<file path="config.mk">
export PLATFORM = sky130hd
export DESIGN_NAME = ccp_unit
export DESIGN_NICKNAME = d
export VERILOG_FILES = /design/src/rtl/ccp_unit.sv
export SDC_FILE = /design/constraint.sdc
export NUM_CORES = 1
export LEC_CHECK = 0
export BUFFER_PORTS_ARGS = -buffer_cell sky130_fd_sc_hd__clkbuf_2
export CAP_MARGIN = 20
export CORE_MARGIN = 4
export CORE_UTILIZATION = 30
export CTS_BUF_LIST = sky130_fd_sc_hd__clkbuf_2 sky130_fd_sc_hd__clkbuf_4 sky130_fd_sc_hd__clkbuf_8
export DETAILED_ROUTE_END_ITERATION = 8
export PLACE_DENSITY_LB_ADDON = 0.05
export SYNTH_ARGS = -nofsm -noshare
export SYNTH_HDL_FRONTEND = slang
export SYNTH_SLANG_ARGS = --single-unit
</file>
<file path="constraint.sdc">
create_clock -name clk -period 1.8 [get_ports clk]
set_input_delay 0 -clock clk [delete_from_list [all_inputs] [get_ports clk]]
set_output_delay 0 -clock clk [all_outputs]
set_load 0.02 [all_outputs]
</file>
<file path="src/rtl/ccp_unit.sv">
module ccp_unit #(
  parameter int TW = 16,
  parameter int PW = 8
) (
  input  logic          clk,
  input  logic          rst_n,
  input  logic          wr_lo,
  input  logic          wr_hi,
  input  logic          wr_ctl,
  input  logic [7:0]    wdata,
  input  logic [TW-1:0] tmr_wide,
  input  logic [PW-1:0] tmr_narrow,
  input  logic          per_match,
  input  logic          cap_in,
  input  logic          flag_clr,
  output logic [7:0]    val_lo,
  output logic [TW-9:0] val_hi,
  output logic [7:0]    ctl_rd,
  output logic          pin_out,
  output logic          pin_oe,
  output logic          irq_flag,
  output logic          evt
);
  localparam int FW = 2;
  localparam int DW = PW + FW;
  localparam int CW = 4;

  logic [3:0]    mode;
  logic [FW-1:0] dlsb;
  logic [TW-1:0] val;
  logic          s1, s2, s3;
  logic [CW-1:0] pre;
  logic          match_d, pin_q, pwm_q, flag_q, evt_q;
  logic [FW-1:0] fine;
  logic [DW-1:0] shadow;

  wire is_cmp = (mode[3:2] == 2'b10);
  wire is_pwm = (mode[3:2] == 2'b11);
  wire rise   = s2 & ~s3;
  wire fall   = ~s2 & s3;
  wire pre_md = (mode == 4'b0110) || (mode == 4'b0111);
  wire match  = is_cmp && (tmr_wide == val);
  wire hit    = match && !match_d;
  wire [3:0] wmode = wdata[3:0];
  wire mode_chg = wr_ctl && (wmode != mode);
  wire [DW-1:0] duty_new = {val[PW-1:0], dlsb};

  logic cap_ev;
  always_comb begin
    case (mode)
      4'b0100: cap_ev = fall;
      4'b0101: cap_ev = rise;
      4'b0110: cap_ev = rise && (pre == CW'(3));
      4'b0111: cap_ev = rise && (pre == CW'(15));
      default: cap_ev = 1'b0;
    endcase
  end

  always_ff @(posedge clk or negedge rst_n) begin
    if (!rst_n) begin
      s1 <= 1'b0; s2 <= 1'b0; s3 <= 1'b0;
    end else begin
      s1 <= cap_in; s2 <= s1; s3 <= s2;
    end
  end

  always_ff @(posedge clk or negedge rst_n) begin
    if (!rst_n) begin
      mode <= '0; dlsb <= '0; pre <= '0; pin_q <= 1'b0;
    end else begin
      if (pre_md && rise) pre <= cap_ev ? '0 : pre + CW'(1);
      if (hit && mode == 4'b1000) pin_q <= 1'b1;
      if (hit && mode == 4'b1001) pin_q <= 1'b0;
      if (wr_ctl) begin
        mode <= wmode;
        dlsb <= wdata[5:4];
      end
      if (mode_chg) begin
        pre   <= '0;
        pin_q <= (wmode == 4'b1001);
      end
    end
  end

  always_ff @(posedge clk or negedge rst_n) begin
    if (!rst_n) val <= '0;
    else if (cap_ev) val <= tmr_wide;
    else begin
      if (wr_lo) val[7:0]    <= wdata;
      if (wr_hi) val[TW-1:8] <= wdata[TW-9:0];
    end
  end

  always_ff @(posedge clk or negedge rst_n) begin
    if (!rst_n) begin
      match_d <= 1'b0; flag_q <= 1'b0; evt_q <= 1'b0;
    end else begin
      match_d <= match;
      flag_q  <= (flag_q & ~flag_clr) | cap_ev | hit;
      evt_q   <= hit && (mode == 4'b1011);
    end
  end

  always_ff @(posedge clk or negedge rst_n) begin
    if (!rst_n) begin
      pwm_q <= 1'b0; fine <= '0; shadow <= '0;
    end else if (per_match) begin
      shadow <= duty_new;
      pwm_q  <= (duty_new != '0);
      fine   <= FW'(1);
    end else begin
      fine <= fine + FW'(1);
      if ({tmr_narrow, fine} == shadow) pwm_q <= 1'b0;
    end
  end

  assign val_lo   = val[7:0];
  assign val_hi   = val[TW-1:8];
  assign ctl_rd   = {2'b00, dlsb, mode};
  assign pin_oe   = is_cmp | is_pwm;
  assign pin_out  = is_pwm ? pwm_q : (is_cmp ? pin_q : 1'b0);
  assign irq_flag = flag_q;
  assign evt      = evt_q;
endmodule

</file>
Yosys cells after proc, flatten, opt, wreduce, memory -nomap -nowiden. Cells that the tools add are included.

Bits of input ports: 40. Output and inout port bits: 28. Bits in writable memories: 0. Register bits: 46. Word-level logic and storage cells: 73. Bits in read-only memories: 0. Bits in latches: 0. Memories kept: 0.

Eq/ne operators: 15. Mux-type cells: 15. Divide/modulo/power cells: 0. Reductions and logical operators: 17. Shifts and indexed selects: 0. Bitwise gates (word level): 9. Multiply operators: 0. Magnitude comparators: 0. Add/sub/neg operators: 2.

Operators with widths (count): 4-bit equality test (second input constant) (5); 16-bit equality test (1); 4-bit by 3-bit equality test with 1-bit output (second input constant) (4); 16-bit two-way mux (1); 8-bit two-way mux (2); 4-bit two-way mux (3); 10-bit equality test (1); 10-bit nonzero test (1); 1-bit logical AND (9); 2-bit nonzero test (4); 1-bit two-way mux (7); 4-bit by 1-bit adder with 4-bit output (second input constant) (1); 2-bit equality test (second input constant) (2); 4-bit by 2-bit equality test with 1-bit output (second input constant) (1); 4-bit != test (1); 1-bit case mux with 4 select lines (1); 1-bit AND (3); 1-bit NOT (3); 1-bit OR (3); 3-bit nonzero test (1); 2-bit by 1-bit adder with 2-bit output (second input constant) (1); 2-bit two-way mux (1); 1-bit zero test (1); 1-bit logical OR (1).

Longest topological paths before layout. Gate-level depths: netlist of run 1.

Depth after elaboration: 7. Mapped depth: 7. Mapped depth without buffers: 5.

Worst setup path after synthesis of run 1. No wires, ideal clock.

Path kind: flip-flop to flip-flop. From: register mode[1]. To: register val[0]. Arrival: 1.708 ns. Path buffers: 2. Path slack: -0.033 ns. Data required time: 1.675 ns. Period minus slack after synthesis: 1.833 ns. Stages on the path, launching flop included: 8. Setup time: 0.125 ns. Cell sequence: dfrtp_1 buf_6 a211oi_2 o21ai_1 o22ai_2 nand3b_4 buf_6 mux2_4.

Longest elaborated chain between the ends: 3.

Ends and longest elaborated chain: start: declaration (line 28) `logic [3:0] mode;`; start signal: assignment (line 75) `mode <= wmode;`; 4-bit by 3-bit equality test with 1-bit output (line 50) `case (mode)`; 1-bit case mux with 4 select lines (*) (line 50); 16-bit two-way mux / 2-bit nonzero test (equally long branches); end signal: assignment (line 87) `else if (cap_ev) val <= tmr_wide;`; end signal: assignment (line 89) `if (wr_lo) val[7:0] <= wdata;`; end signal: indexed assignment (line 90) `if (wr_hi) val[TW-1:8] <= wdata[TW-9:0];`; end: declaration (line 30) `logic [TW-1:0] val;`.

Every way passes the cells marked *; elsewhere a longest branch is shown, timed or not. A chain may end at the register's enable or synchronous reset.

Final worst setup path of run 1.
From: register mode[1]. To: register val[12].

The elaborated chain is that of the path after synthesis.

==> impl_metrics.ini, run 1 <==
[outcome]
status = finished, final reports clean

[clock_network]
clk_pin_slew_worst_paths_ns = 0.09
cts_buffers = 5
htree_levels = 2
post_cts_buffers = 0
cts.sinks = 46
clockBufferDepth = 2
clk_latency_ns = 0.30
cts_tree = built
cts_root_buf = clkbuf_8

[route]
wl_um = 6095
vias = 1794
via_per_inst = 4.577
routedWlPerCell_um = 15.55
route.detailed.drc = 0
dr.pass1.iters = 4
first_iter_violations = 27
ant_nets = 0

[synthesis]
yosys_warnings = 0
synth_top_area_share_pct = 46.37
ys_ff_latch = 46
netlist_top_cells_area = dfrtp_1 (46%), mux2_2 (18%), xnor2_1 (5.6%)
avgSynthCellArea_sq_um = 12.67
netlist_area_sq_um = 2482
seq_area_frac_synth_pct = 46.37
yosysUniqueCellTypes = 40
synth_top_area_cell = dfrtp_1
synthCells = 196

[timing]
slew_viol_final = 0
slew_headroom_pct = 59.29
clock_skew_ns = 0.008264
setup_slack_ns = 0.08566
max_freq_mhz = 583.3
hold_viol_final = 0
fin_crit_sh_pct = 95.24
finalSetupTns_ns = 0
tightest_slew_ns = 0.6107
hold-worst-slack_ns = 0.02128
setup_viol = 0
min_period_ns = 1.714

[global_route]
met2_usage_pct = 20.87
grt.total_usage_pct = 13.02
antenna_found_initial = 0
use_met3_pct = 3.114
busiest_layer = met2
use_met1_pct = 17.72
grt_first_pass_wirelength_um = 10210
grt_overflow = 0
grt_start_max_net_pins = 47
grt_pass1_vias = 1987

[critical_path]
path_class = flip-flop to flip-flop
max_stage_delay_ns = 0.47
worstPathRequired_ns = 1.99
end_kind = flip-flop
cp_max_fo = 17
critPathSlowestCell = dfrtp_2
crit_arrival_ns = 1.90
crit_chain = and4_1 -> o21ai_2 -> o22ai_2 -> nand3b_4 -> buf_12 -> mux2_2
worstSetupStartpointType = flip-flop

[cells_and_area]
final_nets = 330
diodes = 0
final_common_cell = clkbuf_2
final_cell_mix = clkbuf_2 (65), dfrtp_1 (44), mux2_2 (39), dlygate4sd3_1 (21)
drive_gt1_share_pct = 48.62
syn_to_final_growth_pct = 34.22
final_area_sq_um = 3332

[pwr]
peakVddDrop_mv = 0.3184
finalPower_mw = 2.884
p_per_area_nw_per_um2 = 865.6
leakage_nw = 1.519

[floorplan]
row_count = 32
num_io_pins = 68
die_area_sq_um = 9794
core-area_sq_um = 7888
die_w_um = 98.97
start_util_pct = 31.47
chipHeight_um = 98.97

[placement]
dpl_worst_slack_ns = 0.09376
place_area_sq_um = 2957
io_buffers = 65
dp_hpwl_um = 4530
gp_congestion = 0.7086

[worst_hold_path]
hold_path_class = input pin to flip-flop

[flow_run]
cap_violations = 0
==> synth_stat cells (all sizes together) <==
| library cell | count |
|---|---|
| mux2 | 48 |
| dfrtp | 46 |
| xnor2 | 16 |
| xor2 | 15 |
| buf | 8 |
| nand2 | 6 |
| nand3b | 5 |
| nand4 | 4 |
| nor4 | 4 |
| a21oi | 3 |
| clkbuf | 3 |
| nand2b | 3 |
| nand3 | 3 |
| nor2 | 3 |
| nor2b | 3 |
| nor3 | 3 |
| nor3b | 3 |
| o21ai | 3 |
| inv | 2 |
| a211o | 1 |
| a211oi | 1 |
| a21boi | 1 |
| a31oi | 1 |
| and2 | 1 |
| and4 | 1 |
| conb | 1 |
| ha | 1 |
| mux2i | 1 |
| nand4b | 1 |
| nor4b | 1 |
| nor4bb | 1 |
| o22ai | 1 |
| o31ai | 1 |
| o41ai | 1 |
==> final timing paths <==
check | startpoint | endpoint | slack [ns] | cells after the start
max in group asynchronous | rst_n | pre[3]$_DFFE_PN0P_ | 1.06 | 3
min in group asynchronous | rst_n | mode[2]$_DFFE_PN0P_ | 0.32 | 3
max reg2reg | mode[1]$_DFFE_PN0P_ | val[12]$_DFFE_PN0P_ | 0.09 | 6
min reg2reg | s1$_DFF_PN0_ | s2$_DFF_PN0_ | 0.36 | 0
min | wdata[3] | mode[3]$_DFFE_PN0P_ | 0.02 | 2
max | mode[1]$_DFFE_PN0P_ | val[12]$_DFFE_PN0P_ | 0.09 | 6
==> routing by layer <==
layer	vias up	share of wire [%]	wire, um
met5	-	0	0
met1	865	49	2962
met3	4	4.9	299
li1	875	-	-
met4	0	0.57	35
met2	50	46	2799
==> sequential cells by signal, summed over array words and instances, names as in the netlist <==
signal / flops
val: 16
shadow: 10
mode: 4
pre: 4
dlsb: 2
fine: 2
evt: 1
irq_flag: 1
match_d: 1
pin_q: 1
pwm_q: 1
s1: 1
s2: 1
s3: 1
==> per-stage QoR <==
step | util, % | std cells
final | 42.24 | 392
after global routing | 42.24 | 392
after floorplan | - | 197
after detailed placement | 37.48 | 363
after CTS | 41.96 | 392
after global placement | 37.48 | 363
==> critical path, delay by kind of cell (launching register included) <==
family / cells / cell delay (ns)
and+or+nand+nor: 2 / 0.31
AOI/OAI and AO/OA: 2 / 0.30
buffers and inverters: 1 / 0.17
muxes: 1 / 0.34
DFF: 1 / 0.47
==> power by group <==
group,leakage [nW],switching (mW),internal (mW)
registers,0.550,0.108,1.14
clock network,0.0714,0.369,0.593
logic,0.898,0.318,0.355
==> cell families after synthesis <==
logic type               after synthesis  synth area share [%]
multiplexers                          49                 23.54
other                                  1                0.1511
flip-flops                            46                 46.37
AO/OA/AOI/OAI                         13                 4.536
XOR/XNOR                              31                 10.94
AND/OR/NAND/NOR                       42                 10.74
buffers and inverters                 13                 3.226
adder cells (fa/ha/maj)                1                0.5040
==> layout make-up <==
| cell class | instances | area [sq um] |
|---|---|---|
| Clock buffer | 6 | 82.58 |
| Clock inverter | 2 | 60.06 |
| Fill cell | 787 | 4556 |
| Inverter | 2 | 7.507 |
| Multi-Input combinational cell | 138 | 1277 |
| Sequential cell | 46 | 1154 |
| Tap cell | 102 | 127.6 |
| Timing Repair Buffer | 96 | 623.1 |
==> what timing repair did <==
item	CTS	global route
hold endpoints to repair	66	0
gates resized for setup	0	4
hold buffers	21	0
setup endpoints to repair	0	6
Note: power is estimated with default switching activity, not from simulation.
==> run 2: changes to the inputs <==
==> constraint.sdc (replaced) <==
create_clock -name clk -period 1.8 [get_ports clk]
set_input_delay 0.36 -clock clk [delete_from_list [all_inputs] [get_ports clk]]
set_output_delay 0.36 -clock clk [all_outputs]
set_load 0.02 [all_outputs]
==> run 2 against run 1 <==
Compared with the run above:
- worst setup slack got worse by 0.0073 ns
- register-to-register slack barely moved
- fmax fell by 0.43%
- core utilization fell by 2.3 points
- wire length rose by 2.5%
- global-route usage rose by 0.20 points
- critical path type unchanged
- critical endpoint unchanged
- die area did not move
- largest power group unchanged
- sequential power barely moved
==> impl_metrics.ini, run 2 (same netlist as run 1, synthesis figures left out) <==
[outcome]
status = finished, final reports clean

[global_route]
busiest_layer = met2
use_met1_pct = 18.83
use_met3_pct = 3.397
grt_overflow = 0
grt_start_max_net_pins = 37
antenna_found_initial = 0
met2_usage_pct = 20.04
grt.total_usage_pct = 13.21
grt_first_pass_wirelength_um = 10270
grt_pass1_vias = 1937

[cells_and_area]
final_cell_mix = clkbuf_2 (65), dfrtp_1 (43), mux2_2 (39), xnor2_1 (16), xor2_1 (15)
final_common_cell = clkbuf_2
instances_no_fill = 378
fillCellCount = 821
syn_to_final_growth_pct = 27.07
largest_reg_flops = 16
diodes = 0
final_nets = 316
drive_gt1_share_pct = 53.62
top_register = val
top_regs = val x16, shadow x10

[route]
dr.pass1.iters = 5
route.detailed.drc = 0
routedWlPerCell_um = 16.53
ant_nets = 0
vias = 1754
first_iter_violations = 29
wl_um = 6247
via_per_inst = 4.640

[pwr]
peakVddDrop_mv = 0.3292
switchingPower_mw = 0.8102
internal-power_mw = 1.894
pwr-share-clk_pct = 29.6
switching_share_pct = 29.96
leakage_nw = 1.450
p_comb_share_pct = 24.2
sequentialPowerShare_pct = 46.2
p_per_area_nw_per_um2 = 857.4

[worst_hold_path]
min_path_cells = 1
hold_start = cap_in
hold_path_class = input pin to flip-flop
whs_endpoint = s1$_DFF_PN0_

[clock_network]
post_cts_buffers = 0
cts_root_buf = clkbuf_8
clk_latency_ns = 0.30
clockBufferDepth = 2
clk_pin_slew_worst_paths_ns = 0.09
cts_tree = built
htree_levels = 2
cts.sinks = 46
cts_buffers = 5

[timing]
clock_skew_ns = 0.007516
slew_viol_final = 0
hold_viol_final = 0
finalSetupTns_ns = 0
hold-worst-slack_ns = 0.1705
grt_setup_unrepaired = no
min_period_ns = 1.722
fin_crit_sh_pct = 95.65
setup_viol = 0
max_freq_mhz = 580.8

[critical_path]
path_class = flip-flop to flip-flop
crit-reg2reg-launch = mode[1]$_DFFE_PN0P_
end_kind = flip-flop
timing.rr.end = val[12]$_DFFE_PN0P_
r2r_slack_ns = 0.08
worstPathRequired_ns = 1.99
cp_max_fo = 17
worstSetupStartpointType = flip-flop
crit_arrival_ns = 1.92
r2r_cells = 6

[floorplan]
die_area_sq_um = 9794
die_w_um = 98.97
core-area_sq_um = 7888
start_util_pct = 31.47
num_io_pins = 68
chipHeight_um = 98.97
row_count = 32

[placement]
io_buffers = 65
gp_congestion = 0.7089
placedCellCount = 369
dp_hpwl_um = 4896

[flow_run]
cap_violations = 0
-- run 2: changes by cell type in the layout (fill, tap and decap cells not counted), sizes merged --
cell	previous run	this run
inv	2	3
dlygate4sd3	21	1
bufinv	2	1
clkbuf	71	70
buf	10	16
clkinv	0	1
-- run 2: worst max-delay path by stage --
stage	from	endpoint	slack, ns	cells past startpoint
6_report	mode[1]$_DFFE_PN0P_	val[12]$_DFFE_PN0P_	0.08	6
5_1_grt	mode[0]$_DFFE_PN0P_	pre[0]$_DFFE_PN0P_	0.0008	6
4_1_cts	mode[1]$_DFFE_PN0P_	val[12]$_DFFE_PN0P_	0.05	6
3_5_place_dp	mode[1]$_DFFE_PN0P_	val[12]$_DFFE_PN0P_	0.05	6
3_3_place_gp	mode[1]$_DFFE_PN0P_	val[11]$_DFFE_PN0P_	0.06	6
2_1_floorplan	mode[1]$_DFFE_PN0P_	val[0]$_DFFE_PN0P_	0.01	7
-- run 2: what timing repair did --
action / in CTS / in global routing
setup endpoints to repair: 0 / 8
resized for setup: 0 / 5
hold endpoints to repair: 10 / 0
hold buffers: 1 / 0
-- run 2: final cells by class --
cell class	count	area, sq um	area share (%)
multi-input cells	138	1271	40.30
flip-flops and latches	46	1155	36.61
repair buffers	82	480.5	15.23
well taps	102	127.6	4.046
clock buffers	5	68.82	2.182
clock inverters	3	43.79	1.388
inverters	2	7.507	0.2380
-- run 2: per-stage QoR --
stage                     setup slack (ns)  power, mW  cell area [sq um]  utilization [%]
after floorplan                    0.01350      1.674               2491                -
after global placement             0.06342      1.932               3014            38.21
after detailed placement           0.05234      1.933               3014            38.21
after CTS                          0.04553      2.745               3137            39.77
after global routing             0.0008444      2.857               3154            39.99
final                              0.07832      2.705               3154            39.99
-- run 2: worst max-delay path: stages, from the launching register on --
cell      delay (ns)
dfrtp_2         0.47
and4_1          0.21
o21ai_2         0.19
o22ai_2         0.11
nand3b_4        0.10
buf_12          0.17
mux2_2          0.35
-- run 2: power groups by stage --
stage	registers, mW	clock network, mW	logic, mW
after floorplan	1.32	0	0.353
after global placement	1.27	0	0.660
after detailed placement	1.27	0	0.661
after CTS	1.25	0.827	0.667
after global routing	1.27	0.872	0.718
final	1.25	0.800	0.655
-- run 2: layer usage --
metal | vias up | wire length (um)
met5 | - | 0
met4 | 0 | 27
met3 | 4 | 323
met2 | 51 | 2757
met1 | 848 | 3138
li1 | 851 | -
==> run 3: changes to the inputs <==
--- a/config.mk
+++ b/config.mk
@@ -8,7 +8,7 @@
 export BUFFER_PORTS_ARGS = -buffer_cell sky130_fd_sc_hd__clkbuf_2
 export CAP_MARGIN = 20
 export CORE_MARGIN = 4
-export CORE_UTILIZATION = 30
+export CORE_UTILIZATION = 38
 export CTS_BUF_LIST = sky130_fd_sc_hd__clkbuf_2 sky130_fd_sc_hd__clkbuf_4 sky130_fd_sc_hd__clkbuf_8
 export DETAILED_ROUTE_END_ITERATION = 8
 export PLACE_DENSITY_LB_ADDON = 0.05
==> constraint.sdc (replaced) <==
create_clock -name clk -period 1.8 [get_ports clk]
set_input_delay 0.36 -clock clk [delete_from_list [all_inputs] [get_ports clk]]
set_output_delay 0.36 -clock clk [all_outputs]
set_load 0.005 [all_outputs]
==> run 3 against run 2 <==
Compared with the run above:
- die area fell by 19%
- power shrank 7.5%
- via count is 1.1% lower
- sequential cell count stayed put
- register-to-register slack barely moved
- sequential power about the same
- worst hold slack lost 0.16 ns
- global-route usage grew 2.8 points
- fmax fell by 0.86%
- first-iteration DRC count is 150% higher
- sequential share of layout area is 0.69 points higher
==> impl_metrics.ini, run 3 (same netlist as run 1, synthesis figures left out) <==
[placement]
dp_hpwl_um = 4390
place_area_sq_um = 2980
gp_congestion = 0.7498
placedCellCount = 344
dpl_worst_slack_ns = 0.04210
io_buffers = 65

[critical_path]
timing.rr.end = val[10]$_DFFE_PN0P_
path_class = flip-flop to flip-flop
r2r_slack_ns = 0.06
cp_max_fo = 16
crit_arrival_ns = 1.93
critPathLaunch = mode[0]$_DFFE_PN0P_
worstPathRequired_ns = 2.00
r2r_cells = 6
worstSetupStartpointType = flip-flop
end_kind = flip-flop
crit-reg2reg-launch = mode[0]$_DFFE_PN0P_

[timing]
max_freq_mhz = 575.9
finalSetupTns_ns = 0
min_period_ns = 1.737
hold_viol_final = 0
hold-worst-slack_ns = 0.01536
fin_crit_sh_pct = 96.47
clock_skew_ns = 0.01107
slew_viol_final = 0
setup_viol = 0
setup_slack_ns = 0.06345

[outcome]
status = finished, final reports clean

[cells_and_area]
final_area_sq_um = 3089
instances_no_fill = 352
largest_reg_flops = 16
fillCellCount = 594
syn_to_final_growth_pct = 24.45
final_nets = 315
drive_gt1_share_pct = 52.73
fin_util_pct = 48.65
top_register = val
final_cell_mix = clkbuf_2 (65), dfrtp_1 (45), mux2_2 (39), xnor2_1 (16), xor2_1 (15)
diodes = 0
final_common_cell = clkbuf_2
top_regs = val x16, shadow x10

[clock_network]
cts_tree = built
ctsHoldBuffers = 0
clk_latency_ns = 0.31
post_cts_buffers = 0
clk_pin_slew_worst_paths_ns = 0.10
cts_buffers = 5
cts_root_buf = clkbuf_8
postCtsResizedCells = 0
cts.sinks = 46
clockBufferDepth = 2
htree_levels = 2

[floorplan]
die_w_um = 88.83
num_io_pins = 68
start_util_pct = 39.09
chipHeight_um = 88.83
core-area_sq_um = 6350
die_area_sq_um = 7890
row_count = 29

[route]
first_iter_violations = 72
met1_length_um = 2880
vias = 1734
met2_length_um = 2627
wl_um = 5871
via_per_inst = 4.926
routedWlPerCell_um = 16.68
dr.pass1.iters = 4
met3WireLength_um = 287
top_layer = met4
route.detailed.drc = 0
ant_nets = 0

[pwr]
peakVddDrop_mv = 0.3591
finalPower_mw = 2.501
leakage_nw = 1.434
p_per_area_nw_per_um2 = 809.6

[global_route]
grt_pass1_vias = 1791
grt_first_pass_wirelength_um = 9411
grt.total_usage_pct = 16.03
grt_overflow = 0
antenna_found_initial = 0
grt_start_max_net_pins = 47

[worst_hold_path]
hold_path_class = input pin to asynchronous set/reset pin

[flow_run]
cap_violations = 0
==> run 3: cell types whose count changed in the layout (fill, tap and decap cells not counted) <==
cell,before,now
bufinv_16,1,0
clkinv_2,1,0
clkinvlp_4,0,1
nor2b_1,2,3
dfrtp_2,3,1
dfrtp_1,43,45
clkinv_4,0,1
dlygate4sd3_1,1,0
nor2b_2,1,0
==> run 3: cell type report <==
| class | count | area (sq um) | share of cell area (%) |
|---|---|---|---|
| Multi-Input combinational cell | 138 | 1269 | 41.07 |
| Clock inverter | 3 | 25.02 | 0.8100 |
| Sequential cell | 46 | 1152 | 37.30 |
| Timing Repair Buffer | 81 | 470.5 | 15.23 |
| Tap cell | 77 | 96.34 | 3.119 |
| Clock buffer | 5 | 68.82 | 2.228 |
| Inverter | 2 | 7.507 | 0.2430 |
==> run 3: where the power goes <==
group	switching, mW	internal (mW)	total (mW)
Combinational	0.239	0.337	0.576
Clock	0.398	0.281	0.680
Sequential	0.105	1.14	1.25
==> run 3: how the worst max path moves through the flow <==
stage                          endpoint  slack (ns)  cells after the start
CTS                  pre[3]$_DFFE_PN0P_        0.01                      5
global placement     val[8]$_DFFE_PN0P_        0.06                      6
floorplan            val[0]$_DFFE_PN0P_        0.06                      7
global route        val[10]$_DFFE_PN0P_       -0.01                      6
finish              val[10]$_DFFE_PN0P_        0.06                      6
detailed placement   pre[3]$_DFFE_PN0P_        0.04                      5
==> run 3: layer usage <==
| layer | vias to the layer above | GRT usage, % |
|---|---|---|
| li1 | 853 | - |
| met3 | 5 | 3.911 |
| met2 | 43 | 23.75 |
| met1 | 833 | 23.05 |
| met5 | - | 0 |
| met4 | 0 | 4.945 |
==> run 3: critical path: stages, from the launching register on <==
cell      delay [ns]
dfrtp_2         0.48
and4_1          0.19
o21ai_2         0.19
o22ai_2         0.13
nand3b_4        0.10
buf_12          0.18
mux2_2          0.34
